$ cat config.mk
export PLATFORM = sky130hd
export DESIGN_NAME = wake_capture_ctrl
export DESIGN_NICKNAME = d
export VERILOG_FILES = /design/src/rtl/wcc_pkg.sv /design/src/rtl/wcc_fsm.sv /design/src/rtl/wcc_line_qual.sv /design/src/rtl/wcc_regfile.sv /design/src/rtl/wake_capture_ctrl.sv
export SDC_FILE = /design/constraint.sdc
export NUM_CORES = 1
export LEC_CHECK = 0
export CORE_MARGIN = 2
export CORE_UTILIZATION = 50
export CTS_CLUSTER_DIAMETER = 40
export DETAILED_ROUTE_END_ITERATION = 8
export DONT_BUFFER_PORTS = 1
export GPL_ROUTABILITY_DRIVEN = 1
export HOLD_SLACK_MARGIN = 0.12
export SLEW_MARGIN = 20
export SYNTH_ARGS = -nofsm -noshare
export SYNTH_HDL_FRONTEND = slang
export SYNTH_HIERARCHICAL = 1
export SYNTH_SLANG_ARGS = --single-unit
export TNS_END_PERCENT = 100
$ cat constraint.sdc
create_clock -name clk -period 2.2 [get_ports clk]
set_input_delay 0.33 -clock clk [delete_from_list [all_inputs] [get_ports clk]]
set_output_delay 0.33 -clock clk [all_outputs]
set_load 0.01 [all_outputs]
$ cat src/rtl/wcc_pkg.sv
package wcc_pkg;
    typedef enum logic [1:0] {
        ST_IDLE  = 2'd0,
        ST_ARMED = 2'd1,
        ST_FLUSH = 2'd2
    } wcc_state_e;

    localparam logic [3:0] G_CTRL = 4'h0;
    localparam logic [3:0] G_MSET = 4'h1;
    localparam logic [3:0] G_MCLR = 4'h2;
    localparam logic [3:0] G_PSET = 4'h3;
    localparam logic [3:0] G_PCLR = 4'h4;
    localparam logic [3:0] G_SENS = 4'h5;
    localparam logic [3:0] G_SCLR = 4'h6;
    localparam logic [3:0] G_ACK  = 4'h7;
    localparam logic [3:0] G_STAT = 4'h8;
endpackage

$ cat src/rtl/wcc_fsm.sv
module wcc_fsm
    import wcc_pkg::*;
(
    input  logic clk,
    input  logic rst_n,
    input  logic ctrl_wr,
    input  logic ctrl_en_bit,
    input  logic ctrl_rst_bit,
    output logic en_q,
    output logic cap_en,
    output logic flush
);
    wcc_state_e state, nxt;
    logic en_next;

    assign en_next = ctrl_wr ? ctrl_en_bit : en_q;

    always_ff @(posedge clk or negedge rst_n) begin
        if (!rst_n) begin
            state <= ST_IDLE;
            en_q  <= 1'b0;
        end else begin
            state <= nxt;
            en_q  <= en_next;
        end
    end

    always_comb begin
        nxt = state;
        if (ctrl_wr && ctrl_rst_bit) begin
            nxt = ST_FLUSH;
        end else begin
            unique case (state)
                ST_IDLE:  if (ctrl_wr && ctrl_en_bit)  nxt = ST_ARMED;
                ST_ARMED: if (ctrl_wr && !ctrl_en_bit) nxt = ST_IDLE;
                ST_FLUSH: nxt = en_next ? ST_ARMED : ST_IDLE;
                default:  nxt = ST_IDLE;
            endcase
        end
    end

    always_comb begin
        cap_en = (state == ST_ARMED);
        flush  = (state == ST_FLUSH);
    end

    // the flush lasts a single cycle unless it is requested again
    p_flush_one_cycle_r8: assert property (@(posedge clk) disable iff (!rst_n)
        (state == ST_FLUSH && !(ctrl_wr && ctrl_rst_bit)) |=> (state != ST_FLUSH));
    // capture is only armed while the enable bit is held
    p_armed_en_r7: assert property (@(posedge clk) disable iff (!rst_n)
        cap_en |-> en_q);
endmodule

$ cat src/rtl/wcc_line_qual.sv
module wcc_line_qual #(
    parameter int NUM_LINES = 64
) (
    input  logic                 clk,
    input  logic                 rst_n,
    input  logic [NUM_LINES-1:0] irq_in,
    input  logic [NUM_LINES-1:0] mask,
    input  logic [NUM_LINES-1:0] pol,
    input  logic [NUM_LINES-1:0] sens,
    input  logic                 cap_en,
    output logic [NUM_LINES-1:0] cap
);
    logic [NUM_LINES-1:0] s1_q, s2_q, prev_q;

    always_ff @(posedge clk or negedge rst_n) begin
        if (!rst_n) begin
            s1_q   <= '0;
            s2_q   <= '0;
            prev_q <= '0;
        end else begin
            s1_q   <= irq_in;
            s2_q   <= s1_q;
            prev_q <= s2_q;
        end
    end

    for (genvar i = 0; i < NUM_LINES; i++) begin : g_line
        logic edge_hit, lvl_hit;
        assign edge_hit = pol[i] ? (s2_q[i] & ~prev_q[i]) : (~s2_q[i] & prev_q[i]);
        assign lvl_hit  = (s2_q[i] == pol[i]);
        assign cap[i]   = cap_en & ~mask[i] & (sens[i] ? lvl_hit : edge_hit);
    end
endmodule

$ cat src/rtl/wcc_regfile.sv
module wcc_regfile
    import wcc_pkg::*;
#(
    parameter int NUM_BANKS = 2,
    localparam int NL   = NUM_BANKS * 32,
    localparam int BK_W = $clog2(NUM_BANKS)
) (
    input  logic                 clk,
    input  logic                 rst_n,
    input  logic                 bus_sel,
    input  logic                 bus_wr,
    input  logic [7:0]           bus_addr,
    input  logic [31:0]          bus_wdata,
    output logic [31:0]          bus_rdata,
    input  logic [NL-1:0]        cap,
    input  logic                 flush,
    input  logic                 en_q,
    output logic                 ctrl_wr,
    output logic                 ctrl_en_bit,
    output logic                 ctrl_rst_bit,
    output logic [NL-1:0]        mask,
    output logic [NL-1:0]        pol,
    output logic [NL-1:0]        sens,
    output logic [NL-1:0]        status,
    output logic [NUM_BANKS-1:0] pend_out
);
    // NUM_BANKS is limited to 2..4 by the two-bit bank field of the address
    logic [3:0]      grp;
    logic [1:0]      bk;
    logic [BK_W-1:0] bk_i;
    logic            bank_ok, wr_go;

    logic [NUM_BANKS-1:0][31:0] mask_q, pol_q, sens_q, stat_q;
    logic [NUM_BANKS-1:0][31:0] mset, mclr, pset, pclr, sclr, sw_m, sw_d, ack_v;

    assign grp     = bus_addr[7:4];
    assign bk      = bus_addr[3:2];
    assign bk_i    = BK_W'(bk);
    assign bank_ok = (bus_addr[1:0] == 2'b00) && (32'(bk) < NUM_BANKS);
    assign wr_go   = bus_sel & bus_wr & bank_ok;

    assign ctrl_wr      = bus_sel & bus_wr & (bus_addr == 8'h00);
    assign ctrl_en_bit  = bus_wdata[0];
    assign ctrl_rst_bit = bus_wdata[1];

    for (genvar b = 0; b < NUM_BANKS; b++) begin : g_bank
        logic hit;
        assign hit      = wr_go && (bk == 2'(b));
        assign mset[b]  = (hit && grp == G_MSET) ? bus_wdata : '0;
        assign mclr[b]  = (hit && grp == G_MCLR) ? bus_wdata : '0;
        assign pset[b]  = (hit && grp == G_PSET) ? bus_wdata : '0;
        assign pclr[b]  = (hit && grp == G_PCLR) ? bus_wdata : '0;
        assign sclr[b]  = (hit && grp == G_SCLR) ? bus_wdata : '0;
        assign ack_v[b] = (hit && grp == G_ACK)  ? bus_wdata : '0;
        assign sw_m[b]  = (hit && grp == G_SENS) ? '1 : '0;
        assign sw_d[b]  = bus_wdata & sw_m[b];
        assign pend_out[b] = |stat_q[b];
    end

    always_ff @(posedge clk or negedge rst_n) begin
        if (!rst_n) begin
            mask_q <= '1;
            pol_q  <= '0;
            sens_q <= '0;
            stat_q <= '0;
        end else begin
            mask_q <= (mask_q | mset) & ~mclr;
            pol_q  <= (pol_q | pset) & ~pclr;
            sens_q <= ((sens_q & ~sw_m) | sw_d) & ~sclr;
            stat_q <= flush ? '0 : ((stat_q & ~ack_v) | cap);
        end
    end

    assign mask   = mask_q;
    assign pol    = pol_q;
    assign sens   = sens_q;
    assign status = stat_q;

    always_comb begin
        bus_rdata = '0;
        if (bank_ok) begin
            unique case (grp)
                G_CTRL:         if (bk == 2'd0) bus_rdata = {31'b0, en_q};
                G_MSET, G_MCLR: bus_rdata = mask_q[bk_i];
                G_PSET, G_PCLR: bus_rdata = pol_q[bk_i];
                G_SENS, G_SCLR: bus_rdata = sens_q[bk_i];
                G_STAT:         bus_rdata = stat_q[bk_i];
                default:        bus_rdata = '0;
            endcase
        end
    end

    logic [NL-1:0] mset_f;
    assign mset_f = mset;

    // a flush cycle leaves no captured status behind
    p_flush_clears_r8: assert property (@(posedge clk) disable iff (!rst_n)
        flush |=> (status == '0));
    // a capture always lands, even against an acknowledge
    p_cap_wins_r9: assert property (@(posedge clk) disable iff (!rst_n)
        ((status & $past(cap)) == $past(cap)));
    // no new status bit on a line that was masked
    p_masked_quiet_r3: assert property (@(posedge clk) disable iff (!rst_n)
        ((status & ~$past(status) & $past(mask)) == '0));
    // mask-set bits are masked after the write
    p_mask_set_r3: assert property (@(posedge clk) disable iff (!rst_n)
        ((mask & $past(mset_f)) == $past(mset_f)));
endmodule

$ cat src/rtl/wake_capture_ctrl.sv
module wake_capture_ctrl #(
    parameter int NUM_BANKS = 2
) (
    input  logic                      clk,
    input  logic                      rst_n,
    input  logic                      bus_sel,
    input  logic                      bus_wr,
    input  logic [7:0]                bus_addr,
    input  logic [31:0]               bus_wdata,
    output logic [31:0]               bus_rdata,
    input  logic [NUM_BANKS*32-1:0]   irq_in,
    output logic [NUM_BANKS-1:0]      pend_out
);
    localparam int NL = NUM_BANKS * 32;

    logic          ctrl_wr, ctrl_en_bit, ctrl_rst_bit;
    logic          en_q, cap_en, flush;
    logic [NL-1:0] mask, pol, sens, status, cap;

    wcc_fsm u_fsm (
        .clk          (clk),
        .rst_n        (rst_n),
        .ctrl_wr      (ctrl_wr),
        .ctrl_en_bit  (ctrl_en_bit),
        .ctrl_rst_bit (ctrl_rst_bit),
        .en_q         (en_q),
        .cap_en       (cap_en),
        .flush        (flush)
    );

    wcc_line_qual #(.NUM_LINES(NL)) u_qual (
        .clk    (clk),
        .rst_n  (rst_n),
        .irq_in (irq_in),
        .mask   (mask),
        .pol    (pol),
        .sens   (sens),
        .cap_en (cap_en),
        .cap    (cap)
    );

    wcc_regfile #(.NUM_BANKS(NUM_BANKS)) u_regs (
        .clk          (clk),
        .rst_n        (rst_n),
        .bus_sel      (bus_sel),
        .bus_wr       (bus_wr),
        .bus_addr     (bus_addr),
        .bus_wdata    (bus_wdata),
        .bus_rdata    (bus_rdata),
        .cap          (cap),
        .flush        (flush),
        .en_q         (en_q),
        .ctrl_wr      (ctrl_wr),
        .ctrl_en_bit  (ctrl_en_bit),
        .ctrl_rst_bit (ctrl_rst_bit),
        .mask         (mask),
        .pol          (pol),
        .sens         (sens),
        .status       (status),
        .pend_out     (pend_out)
    );

    // while capture is off, no status bit appears
    p_no_capture_off_r7: assert property (@(posedge clk) disable iff (!rst_n)
        !cap_en |=> ((status & ~$past(status)) == '0));
endmodule

==> impl_metrics.py, run 1 <==
metrics = {
    "run": {
        "cap_violations": 0,
    },
    "power_and_ir_drop": {
        "clkPwrFrac": 0.533,
        "p_int_mw": 16.3,
        "p_comb_frac": 0.046,
        "irDropWorstVdd_mv": 0.601,
        "power_frac_seq": 0.421,
        "netSwitchingFraction": 0.231,
        "p_leak_nw": 9.63,
        "power.density_mw_per_mm2": 877,
        "p_sw_mw": 4.89,
    },
    "finish": {
        "layout-drive-gt1-share": 0.140,
        "area_growth_pct": 21.6,
        "fill_cells": 3237,
        "multi_input_area_mm2": 0.00778,
        "layout_commonest_cell": "a21oi_1",
        "final_util": 0.613,
        "nNetsFinal": 2107,
        "final_cell_mix": "440 x a21oi_1, 386 x dfrtp_1, 189 x mux2i_1",
        "ff_latch_area_mm2": 0.0114,
        "stdcell_area_mm2": 0.0242,
    },
    "global_route": {
        "grt_max_degree": 452,
        "grt_antenna_before_repair": 2,
        "grt_pass1_vias": 15000,
        "grt_usage": 0.282,
        "grt_pass1_wl_mm": 89.1,
        "grt-ovfl-total": 0,
    },
    "setup_path": {
        "cp_slowest_cell": "dfrtp_1",
        "crit_path_start_kind": "flop",
        "crit_chain": "nor4_4, buf_4, nand4_1, or2_4",
        "worstPathMaxFanout": 3,
        "end_kind": "output pin",
        "critPathKind": "reg2out",
        "cp_slowest_stage_delay_ns": 0.43,
        "crit_arrival_ns": 2.07,
        "path_delay_family": "simple AND/OR/NAND/NOR gates",
        "worstPathRequired_ns": 1.87,
        "reg2reg_slack_ns": 0.50,
        "critPathBufInv": 1,
    },
    "clocking": {
        "root_buffer": "clkbuf_16",
        "numCtsBuffers": 69,
        "cts_tree": "built",
        "clk_latency_ns": 0.59,
        "cts_buffer_depth": 3,
        "clkSlewWorstSetupHoldPaths_ns": 0.06,
        "clkSinkCount": 451,
        "htree_levels": 3,
        "holdBufCountCts": 98,
    },
    "sta": {
        "finalSetupViolations": 2,
        "final.setup.worst_slack_ns": -0.202,
        "hold_violations": 428,
        "slew_headroom": 0.378,
        "clock_skew_ns": 0.0211,
        "worst_slew_pin_slew_ns": 0.933,
        "period_share": 1.09,
        "final-max-slew-violation-count": 0,
        "period_needed_ns": 2.40,
        "fmax_mhz": 416,
        "rsz0062_at_grt": "yes",
        "whs_ns": -0.544,
    },
    "place": {
        "numPortBuffers": 0,
        "gp_congestion": 0.831,
        "dpl_cell_area_mm2": 0.0207,
        "dpl.hpwl_mm": 32.8,
    },
    "floorplanning": {
        "io_pins": 142,
        "row_count": 73,
        "die_w_um": 203,
        "fp.dieH_um": 203,
        "core_area_mm2": 0.0395,
        "dieArea_mm2": 0.0414,
        "start_util": 0.504,
    },
    "synthesis": {
        "netlist_instances": 1908,
        "async_reset_ff_frac": 1.00,
        "syn_area_mm2": 0.0199,
        "synth_cell_type_count": 48,
        "synth_top_flop_cell": "dfrtp_1",
        "ys_seq_elements": 451,
        "yosysSeqAreaShare": 0.572,
        "synth_edf_count": 0,
        "yosysWarnings": 6,
        "synth_fp_nets": 2016,
        "avgSynthCellArea_um2": 10.4,
    },
    "outcome": {
        "status": "complete, but fails checks",
        "violations": "negative hold slack, negative setup slack",
    },
    "detailed_routing": {
        "drcViolationCount": 0,
        "wl_mm": 58.0,
        "dr.pass1.iters": 5,
        "ant_nets": 0,
        "vias": 15200,
        "drt-initial-drc-count": 1302,
        "wl_per_cell_um": 22.4,
        "vias_per_cell": 5.89,
    },
    "hold_path": {
        "hp-class": "in2async",
    },
}
==> cell type report <==
cell class | instances | share of cell area
Tap cell | 525 | 0.0272
Timing Repair Buffer | 154 | 0.0709
Multi-Input combinational cell | 1257 | 0.321
Clock buffer | 85 | 0.0789
Clock inverter | 43 | 0.0212
Sequential cell | 451 | 0.470
Antenna cell | 2 | 0.000207
Inverter | 66 | 0.0102
==> routing by layer <==
layer / routed length, µm / global-route usage
met1: 25100 / 0.388
met2: 27000 / 0.442
met3: 3930 / 0.0599
met4: 1990 / 0.109
met5: 0 / 0
==> synth_stat cells (61+ instances only) <==
library cell	number	area [µm²]
nand2_1	67	251
mux2i_1	189	1890
o21ai_0	130	651
nand2b_1	128	801
nand3_1	64	320
clkbuf_1	82	308
inv_1	66	248
dfstp_2	64	1680
dfrtp_1	387	9680
a21oi_1	440	2200
nor2_1	66	248
o22ai_1	61	382
==> metrics by stage <==
stage          setup slack, ns  TNS (ns)  hold WS, ns  cells  power, mW
6_report                -0.202    -0.277       -0.544   2583       21.2
5_1_grt                 -0.230    -0.411       -0.573   2582       21.9
3_5_place_dp            -0.127     -5.44       0.0503   2352       9.76
2_1_floorplan           0.0327         0       0.0344   1908       9.63
3_3_place_gp           -0.0949     -2.37       0.0488   2352       9.73
4_1_cts                 -0.180    -0.249       -0.568   2581       21.4
==> worst register-to-register path, stage by stage (launching register included) <==
cell and delay [ns]:
dfrtp_1 0.42, nor2b_4 0.28, buf_4 0.28, or2b_1 0.26
a21oi_1 0.19, inv_1 0.07, a21oi_1 0.12
==> power groups by stage <==
stage	sequential (mW)	clock [mW]	combinational, mW
detailed placement	9.06	0	0.696
finish	8.94	11.3	0.974
global placement	9.05	0	0.674
global route	8.98	11.9	1.06
CTS	8.93	11.5	0.959
floorplan	8.96	0	0.663
==> path summary, 6_finish.rpt <==
check	startpoint	cells past startpoint	to
setup / recovery	u_regs/status[12]	4	pend_out[0]
hold / removal	rst_n	0	u_regs/pol[55]
setup reg to reg	u_fsm/state[0]	6	u_regs/status[8]
hold reg to reg	u_qual/s1_q[42]	0	u_qual/s2_q[42]
max in group asynchronous	rst_n	0	u_regs/pol[39]
min in group clk	bus_addr[6]	3	u_fsm/state[1]
==> logic make-up (layout without fill, tap and decap cells) <==
group,count (synthesis),count (layout),synth area share
compound gates,679,679,0.182
xor+xnor,2,2,0.000881
buf+inv,200,348,0.0451
flops,451,451,0.572
mux,191,191,0.0963
other cells,0,2,0
simple gates,385,385,0.105
==> flip-flops by register name (all words and copies together), names as in the netlist <==
signal and count:
u_qual/s2_q 64, u_qual/prev_q 64, u_regs/pol 64, u_regs/sens 64, u_fsm/en_q 1, u_regs/status 64, u_regs/mask 64, u_fsm/state 2
u_qual/s1_q 64
==> timing repair <==
| action | 4_1_cts | 5_1_grt |
|---|---|---|
| pin swaps | 5 | 2 |
| resized for setup | 14 | 3 |
| setup buffers | 3 | 0 |
| hold endpoints to repair | 774 | 451 |
| endpoints found under the setup margin | 3 | 3 |
Note: power is estimated with default switching activity, not from simulation.
==> inputs of run 2 (changes only) <==
--- a/config.mk
+++ b/config.mk
@@ -15,6 +15,5 @@
 export SLEW_MARGIN = 20
 export SYNTH_ARGS = -nofsm -noshare
 export SYNTH_HDL_FRONTEND = slang
-export SYNTH_HIERARCHICAL = 1
 export SYNTH_SLANG_ARGS = --single-unit
 export TNS_END_PERCENT = 100
==> run 2 against run 1 <==
  * The flow still finishes with violations (negative hold slack, negative setup slack)
  * Area after synthesis rose by 1.7%
  * Register-to-register slack improved by 0.05 ns
  * Fmax rose by 3.1%
  * Sequential cell count did not move
  * Routed wire length rose by 5.1%
  * Final cell count fell by 3.5%
  * Clock-buffer cell count rose by 7
  * Power fell by 0.29%
  * Worst setup slack improved by 0.072 ns
  * Non-clock buffer count rose by 70
  * Critical endpoint is now bus_rdata[31]
  * Largest power group unchanged
==> impl_metrics.py, run 2 <==
metrics = {
    "finish": {
        "final_cell_mix": "385 x dfrtp_1, 324 x a21oi_1, 122 x xor2_1",
        "fin_cells": 2492,
        "layout_commonest_cell": "dfrtp_1",
        "stdcell_area_mm2": 0.0257,
        "area_growth_pct": 27.3,
        "nNetsFinal": 2017,
        "layout-drive-gt1-share": 0.230,
    },
    "detailed_routing": {
        "drt-initial-drc-count": 1562,
        "ant_nets": 0,
        "wl_mm": 60.9,
        "drcViolationCount": 0,
        "vias_per_cell": 6.20,
        "dr.pass1.iters": 5,
        "vias": 15500,
        "wl_per_cell_um": 24.4,
    },
    "clocking": {
        "cts_tree": "built",
        "htree_levels": 3,
        "root_buffer": "clkbuf_16",
        "numCtsBuffers": 69,
        "clk_latency_ns": 0.60,
        "cts_buffer_depth": 3,
        "clkSlewWorstSetupHoldPaths_ns": 0.06,
        "holdBufCountCts": 102,
        "clkSinkCount": 451,
    },
    "floorplanning": {
        "dieArea_mm2": 0.0421,
        "fp.dieH_um": 205,
        "start_util": 0.508,
        "row_count": 73,
        "die_w_um": 205,
        "core_area_mm2": 0.0398,
        "io_pins": 142,
    },
    "setup_path": {
        "worstPathRequired_ns": 1.87,
        "crit_chain": "nor4bb_4, o31ai_1, a41o_1, a21oi_2, buf_4",
        "cp_slowest_cell": "dfstp_2",
        "cp_slowest_stage_delay_ns": 0.55,
        "critPathBufInv": 1,
        "end_kind": "output pin",
        "worstPathMaxFanout": 4,
        "crit_path_start_kind": "flop",
        "crit_arrival_ns": 2.00,
        "cp.depth": 5,
        "ff2ff_path_depth": 4,
        "critPathKind": "reg2out",
        "path_delay_family": "flip-flops",
    },
    "place": {
        "dpl.cell_count": 2232,
        "numPortBuffers": 0,
        "gp_congestion": 0.814,
        "dpl_cell_area_mm2": 0.0210,
        "place_ws_ns": 0.142,
        "dpl.hpwl_mm": 35.7,
    },
    "outcome": {
        "status": "complete, but fails checks",
        "violations": "negative hold slack, negative setup slack",
    },
    "global_route": {
        "grt_pass1_vias": 15400,
        "grt-ovfl-total": 0,
        "grt_antenna_before_repair": 1,
        "grt_usage": 0.292,
        "grt_pass1_wl_mm": 92.4,
        "grt_max_degree": 452,
    },
    "power_and_ir_drop": {
        "power_frac_seq": 0.417,
        "p_sw_mw": 4.88,
        "irDropWorstVdd_mv": 0.696,
        "total_power_mw": 21.2,
        "power.density_mw_per_mm2": 822,
        "p_leak_nw": 11.2,
        "p_comb_frac": 0.053,
        "netSwitchingFraction": 0.231,
        "clkPwrFrac": 0.530,
        "p_int_mw": 16.3,
    },
    "synthesis": {
        "ys_seq_elements": 451,
        "yosysSeqAreaShare": 0.562,
        "synth_cell_type_count": 47,
        "avgSynthCellArea_um2": 11.4,
        "synth_fp_nets": 1889,
        "synth_top_flop_cell": "dfrtp_1",
        "synth_most_common_cell": "dfrtp_1",
        "async_reset_ff_frac": 1.00,
        "synth_common_cells": "387 x dfrtp_1, 355 x a21oi_1, 123 x xor2_1",
        "synth_edf_count": 0,
        "yosys.area.top_type": "dfrtp_1",
        "netlist_instances": 1781,
        "synth_top_area_share": 0.479,
        "netlist_top_cells_area": "dfrtp_1 48%, a21oi_1 8.8%, dfstp_2 8.3%",
        "syn_area_mm2": 0.0202,
        "yosysWarnings": 0,
    },
    "sta": {
        "final.setup.worst_slack_ns": -0.130,
        "finalSetupViolations": 33,
        "slew_headroom": 0.175,
        "worst_slew_pin_slew_ns": 1.24,
        "period_needed_ns": 2.33,
        "rsz0062_at_grt": "yes",
        "period_share": 1.06,
        "hold_violations": 416,
        "whs_ns": -0.560,
        "fmax_mhz": 429,
        "clock_skew_ns": 0.0408,
        "final-max-slew-violation-count": 0,
    },
    "run": {
        "cap_violations": 0,
    },
    "hold_path": {
        "hp-class": "in2async",
    },
}
==> run 2: cell types whose count changed after synthesis, moves of 61 or more <==
cell,before,now
nand2b_1,128,8
nor4bb_1,0,93
nand2_1,67,3
mux2i_1,189,64
o21ai_0,130,31
xor2_1,1,123
inv_1,66,1
o22ai_1,61,0
a21oi_1,440,355
==> run 2: worst paths after layout <==
path / slack (ns) / end / start
hold reg to reg: 0.34 / u_qual.s2_q[62] / u_qual.s1_q[62]
hold / removal: -0.56 / u_qual.s1_q[0] / rst_n
min in group clk: 0.17 / u_regs.mask[7] / bus_addr[6]
max in group asynchronous: 1.69 / u_regs.status[14] / rst_n
setup reg to reg: 0.55 / u_regs.status[61] / u_fsm.state[1]
setup / recovery: -0.13 / bus_rdata[31] / u_regs.mask[63]
==> run 2: metal layers <==
metal	GRT usage	up-vias	wire length, µm
met2	0.443	594	27800
li1	-	6925	-
met5	0	-	0
met3	0.0616	139	4480
met1	0.406	7800	26100
met4	0.130	0	2520
==> run 2: layout make-up <==
cell class                 count  area (µm²)
multi-input combinational   1161        9170
tap                          525         657
sequential                   451       11400
timing repair buffer         224        2130
clock inverter                35         395
inverter                       2        7.51
clock buffer                  92        2020
fill                        3092       14100
antenna                        2        5.00
==> run 2: power by group through the flow <==
stage / sequential (mW) / combinational, mW / clock, mW
final: 8.82 / 1.13 / 11.2
after global routing: 8.85 / 1.22 / 11.7
after detailed placement: 8.96 / 0.749 / 0
after floorplan: 8.89 / 0.696 / 0
after global placement: 8.95 / 0.741 / 0
after CTS: 8.82 / 1.10 / 11.4
==> run 2: timing repair <==
item	CTS	global route
setup buffers	24	5
pin swaps	124	18
resized for setup	150	23
setup endpoints to repair	33	34
hold endpoints to repair	774	451
cloned	0	0
==> run 2: worst reg2reg max path, stage by stage, from the launching register on <==
cell and delay [ns]:
dfrtp_1 0.41, nand2b_2 0.20, buf_4 0.28, nor4_1 0.51
o21a_1 0.20
==> run 2: metrics by stage <==
stage	utilization	setup TNS, ns
2_1_floorplan	-	0
5_1_grt	0.646	-5.20
3_3_place_gp	0.528	0
3_5_place_dp	0.528	0
6_report	0.646	-2.56
4_1_cts	0.642	-3.31
==> run 2: logic make-up (layout without fill, tap and decap cells) <==
family	after synthesis	in the layout	share of synthesized area
AOI/OAI and AO/OA	642	642	0.197
xor gates and xnor gates	123	123	0.0533
buffers and inverters	169	353	0.0394
DFF	451	451	0.562
muxes	67	67	0.0333
other	0	2	0
and+or+nand+nor	329	329	0.115
==> inputs of run 3 (changes only) <==
--- a/config.mk
+++ b/config.mk
@@ -12,6 +12,7 @@
 export DONT_BUFFER_PORTS = 1
 export GPL_ROUTABILITY_DRIVEN = 1
 export HOLD_SLACK_MARGIN = 0.12
+export RECOVER_POWER = 100
 export SLEW_MARGIN = 20
 export SYNTH_ARGS = -nofsm -noshare
 export SYNTH_HDL_FRONTEND = slang
==> constraint.sdc (replaced) <==
create_clock -name clk -period 2.2 [get_ports clk]
set_input_delay 0.33 -clock clk [delete_from_list [all_inputs] [get_ports clk]]
set_output_delay 0.33 -clock clk [all_outputs]
set_load 0.005 [all_outputs]
==> run 3 against run 2 <==
  * The flow finishes with violations (negative hold slack, max-capacitance violations, max-slew violations, negative setup slack)
  * Largest power group unchanged
  * Final cell count is the same
  * Worst setup slack better by 0.011 ns
  * Critical path depth unchanged
  * Via count increased by 1.2%
  * Combinational power is essentially flat
  * Critical path type unchanged
  * Sequential cell count is the same
==> impl_metrics.py, run 3 (same netlist as run 2, synthesis figures left out) <==
metrics = {
    "clocking": {
        "cts_buffer_depth": 3,
        "root_buffer": "clkbuf_16",
        "cts_tree": "built",
        "clkSlewWorstSetupHoldPaths_ns": 0.06,
        "clk_latency_ns": 0.58,
        "numCtsBuffers": 67,
        "htree_levels": 3,
        "holdBufCountCts": 103,
        "clkSinkCount": 451,
    },
    "power_and_ir_drop": {
        "power_frac_seq": 0.417,
        "netSwitchingFraction": 0.229,
        "p_leak_nw": 11.2,
        "irDropWorstVdd_mv": 0.706,
        "p_int_mw": 16.3,
        "p_comb_frac": 0.054,
        "clkPwrFrac": 0.529,
        "power.density_mw_per_mm2": 820,
        "p_sw_mw": 4.84,
    },
    "sta": {
        "clock_skew_ns": 0.0187,
        "period_needed_ns": 2.32,
        "whs_ns": -0.551,
        "hold_violations": 397,
        "slew_headroom": -0.0713,
        "final-max-slew-violation-count": 53,
        "period_share": 1.05,
        "worst_slew_pin_slew_ns": 1.61,
        "rsz0062_at_grt": "yes",
        "finalSetupViolations": 38,
        "fmax_mhz": 431,
        "final.setup.worst_slack_ns": -0.120,
    },
    "detailed_routing": {
        "vias": 15600,
        "drt-initial-drc-count": 1409,
        "vias_per_cell": 6.27,
        "wl_per_cell_um": 24.8,
        "dr.pass1.iters": 8,
        "ant_nets": 0,
        "drcViolationCount": 0,
        "wl_mm": 61.8,
    },
    "finish": {
        "diodes": 0,
        "fin_cells": 2492,
        "fill_cells": 3121,
        "layout-drive-gt1-share": 0.225,
        "nNetsFinal": 2022,
        "final_cell_mix": "385 x dfrtp_1, 324 x a21oi_1, 122 x xor2_1",
        "area_growth_pct": 27.6,
        "layout_commonest_cell": "dfrtp_1",
    },
    "floorplanning": {
        "core_area_mm2": 0.0398,
        "io_pins": 142,
        "die_w_um": 205,
        "row_count": 73,
        "start_util": 0.508,
        "fp.dieH_um": 205,
        "dieArea_mm2": 0.0421,
    },
    "place": {
        "dpl.cell_count": 2232,
        "gp_congestion": 0.814,
        "dpl.hpwl_mm": 35.5,
        "numPortBuffers": 0,
    },
    "global_route": {
        "grt_usage": 0.298,
        "grt_pass1_wl_mm": 94.2,
        "grt_pass1_vias": 15700,
        "grt_max_degree": 452,
        "grt_antenna_before_repair": 1,
        "grt-ovfl-total": 0,
    },
    "run": {
        "cap_violations": 2,
    },
    "setup_path": {
        "crit_arrival_ns": 1.99,
        "crit_path_start_kind": "flop",
        "worstPathMaxFanout": 3,
        "worstPathRequired_ns": 1.87,
        "end_kind": "output pin",
        "ff2ff_path_depth": 4,
        "critPathKind": "reg2out",
    },
    "outcome": {
        "violations": "negative hold slack, max-capacitance violations, max-slew violations, negative setup slack",
        "status": "complete, but fails checks",
    },
    "hold_path": {
        "hp-class": "in2async",
    },
}
==> run 3: changes by cell type in the layout (fill, tap and decap cells not counted), sizes merged <==
cell,previous run,this run
buf,122,112
clkbuf,92,107
diode,2,0
clkdlybuf4s25,0,1
bufinv,5,6
clkinvlp,4,9
dlygate4sd3,98,100
dlymetal6s4s,4,2
clkinv,16,6
==> run 3: what timing repair did <==
action                                  4_1_cts  5_1_grt
endpoints found under the setup margin       33       36
setup buffers                                31        4
pin swaps                                   127       18
gates resized for setup                     140       52
endpoints found under the hold margin       774      451
==> run 3: critical path: stages (launching register included) <==
cell	delay [ns]
dfstp_2	0.55
nor4bb_4	0.21
o31ai_2	0.13
a41o_1	0.21
a21oi_2	0.17
buf_4	0.14
==> run 3: final timing paths <==
path	start	to	slack [ns]
hold reg to reg	u_qual.s1_q[6]	u_qual.s2_q[6]	0.34
setup / recovery	u_regs.mask[50]	bus_rdata[18]	-0.12
max in group asynchronous	rst_n	u_qual.s1_q[6]	1.72
hold / removal	rst_n	u_qual.s1_q[35]	-0.55
min in group clk	bus_addr[6]	u_regs.mask[15]	0.20
setup reg to reg	u_fsm.state[1]	u_regs.status[50]	0.12
==> run 3: layout make-up <==
class,count,area [µm²],share of cell area
Clock buffer,91,1990,0.0773
Clock inverter,31,385,0.0149
Inverter,2,7.51,0.000291
Multi-Input combinational cell,1161,9280,0.360
Sequential cell,451,11400,0.441
Tap cell,525,657,0.0255
Timing Repair Buffer,231,2110,0.0816
==> run 3: power groups by stage <==
stage / logic, mW / registers (mW) / clock network (mW)
finish: 1.14 / 8.82 / 11.2
global route: 1.22 / 8.85 / 11.7
CTS: 1.11 / 8.82 / 11.4
detailed placement: 0.756 / 8.95 / 0
global placement: 0.747 / 8.95 / 0
floorplan: 0.692 / 8.89 / 0
==> run 3: metrics by stage <==
step                      total power [mW]  worst slack (ns)  setup TNS [ns]  instance area [µm²]   util
after global routing                  21.8            -0.202           -5.04                25800  0.648
after floorplan                       9.58             0.349               0                20200      -
after CTS                             21.3            -0.147           -2.68                25500  0.641
after global placement                9.69             0.160               0                21000  0.528
after detailed placement              9.71             0.124               0                21000  0.528
final                                 21.1            -0.120           -1.73                25800  0.648
==> run 3: layer usage <==
| metal | wire (µm) | vias to the layer above | GRT usage |
|---|---|---|---|
| met1 | 26200 | 7942 | 0.412 |
| met2 | 28600 | 604 | 0.455 |
| li1 | - | 6937 | - |
| met5 | 0 | - | 0 |
| met3 | 4640 | 153 | 0.0697 |
| met4 | 2310 | 0 | 0.116 |
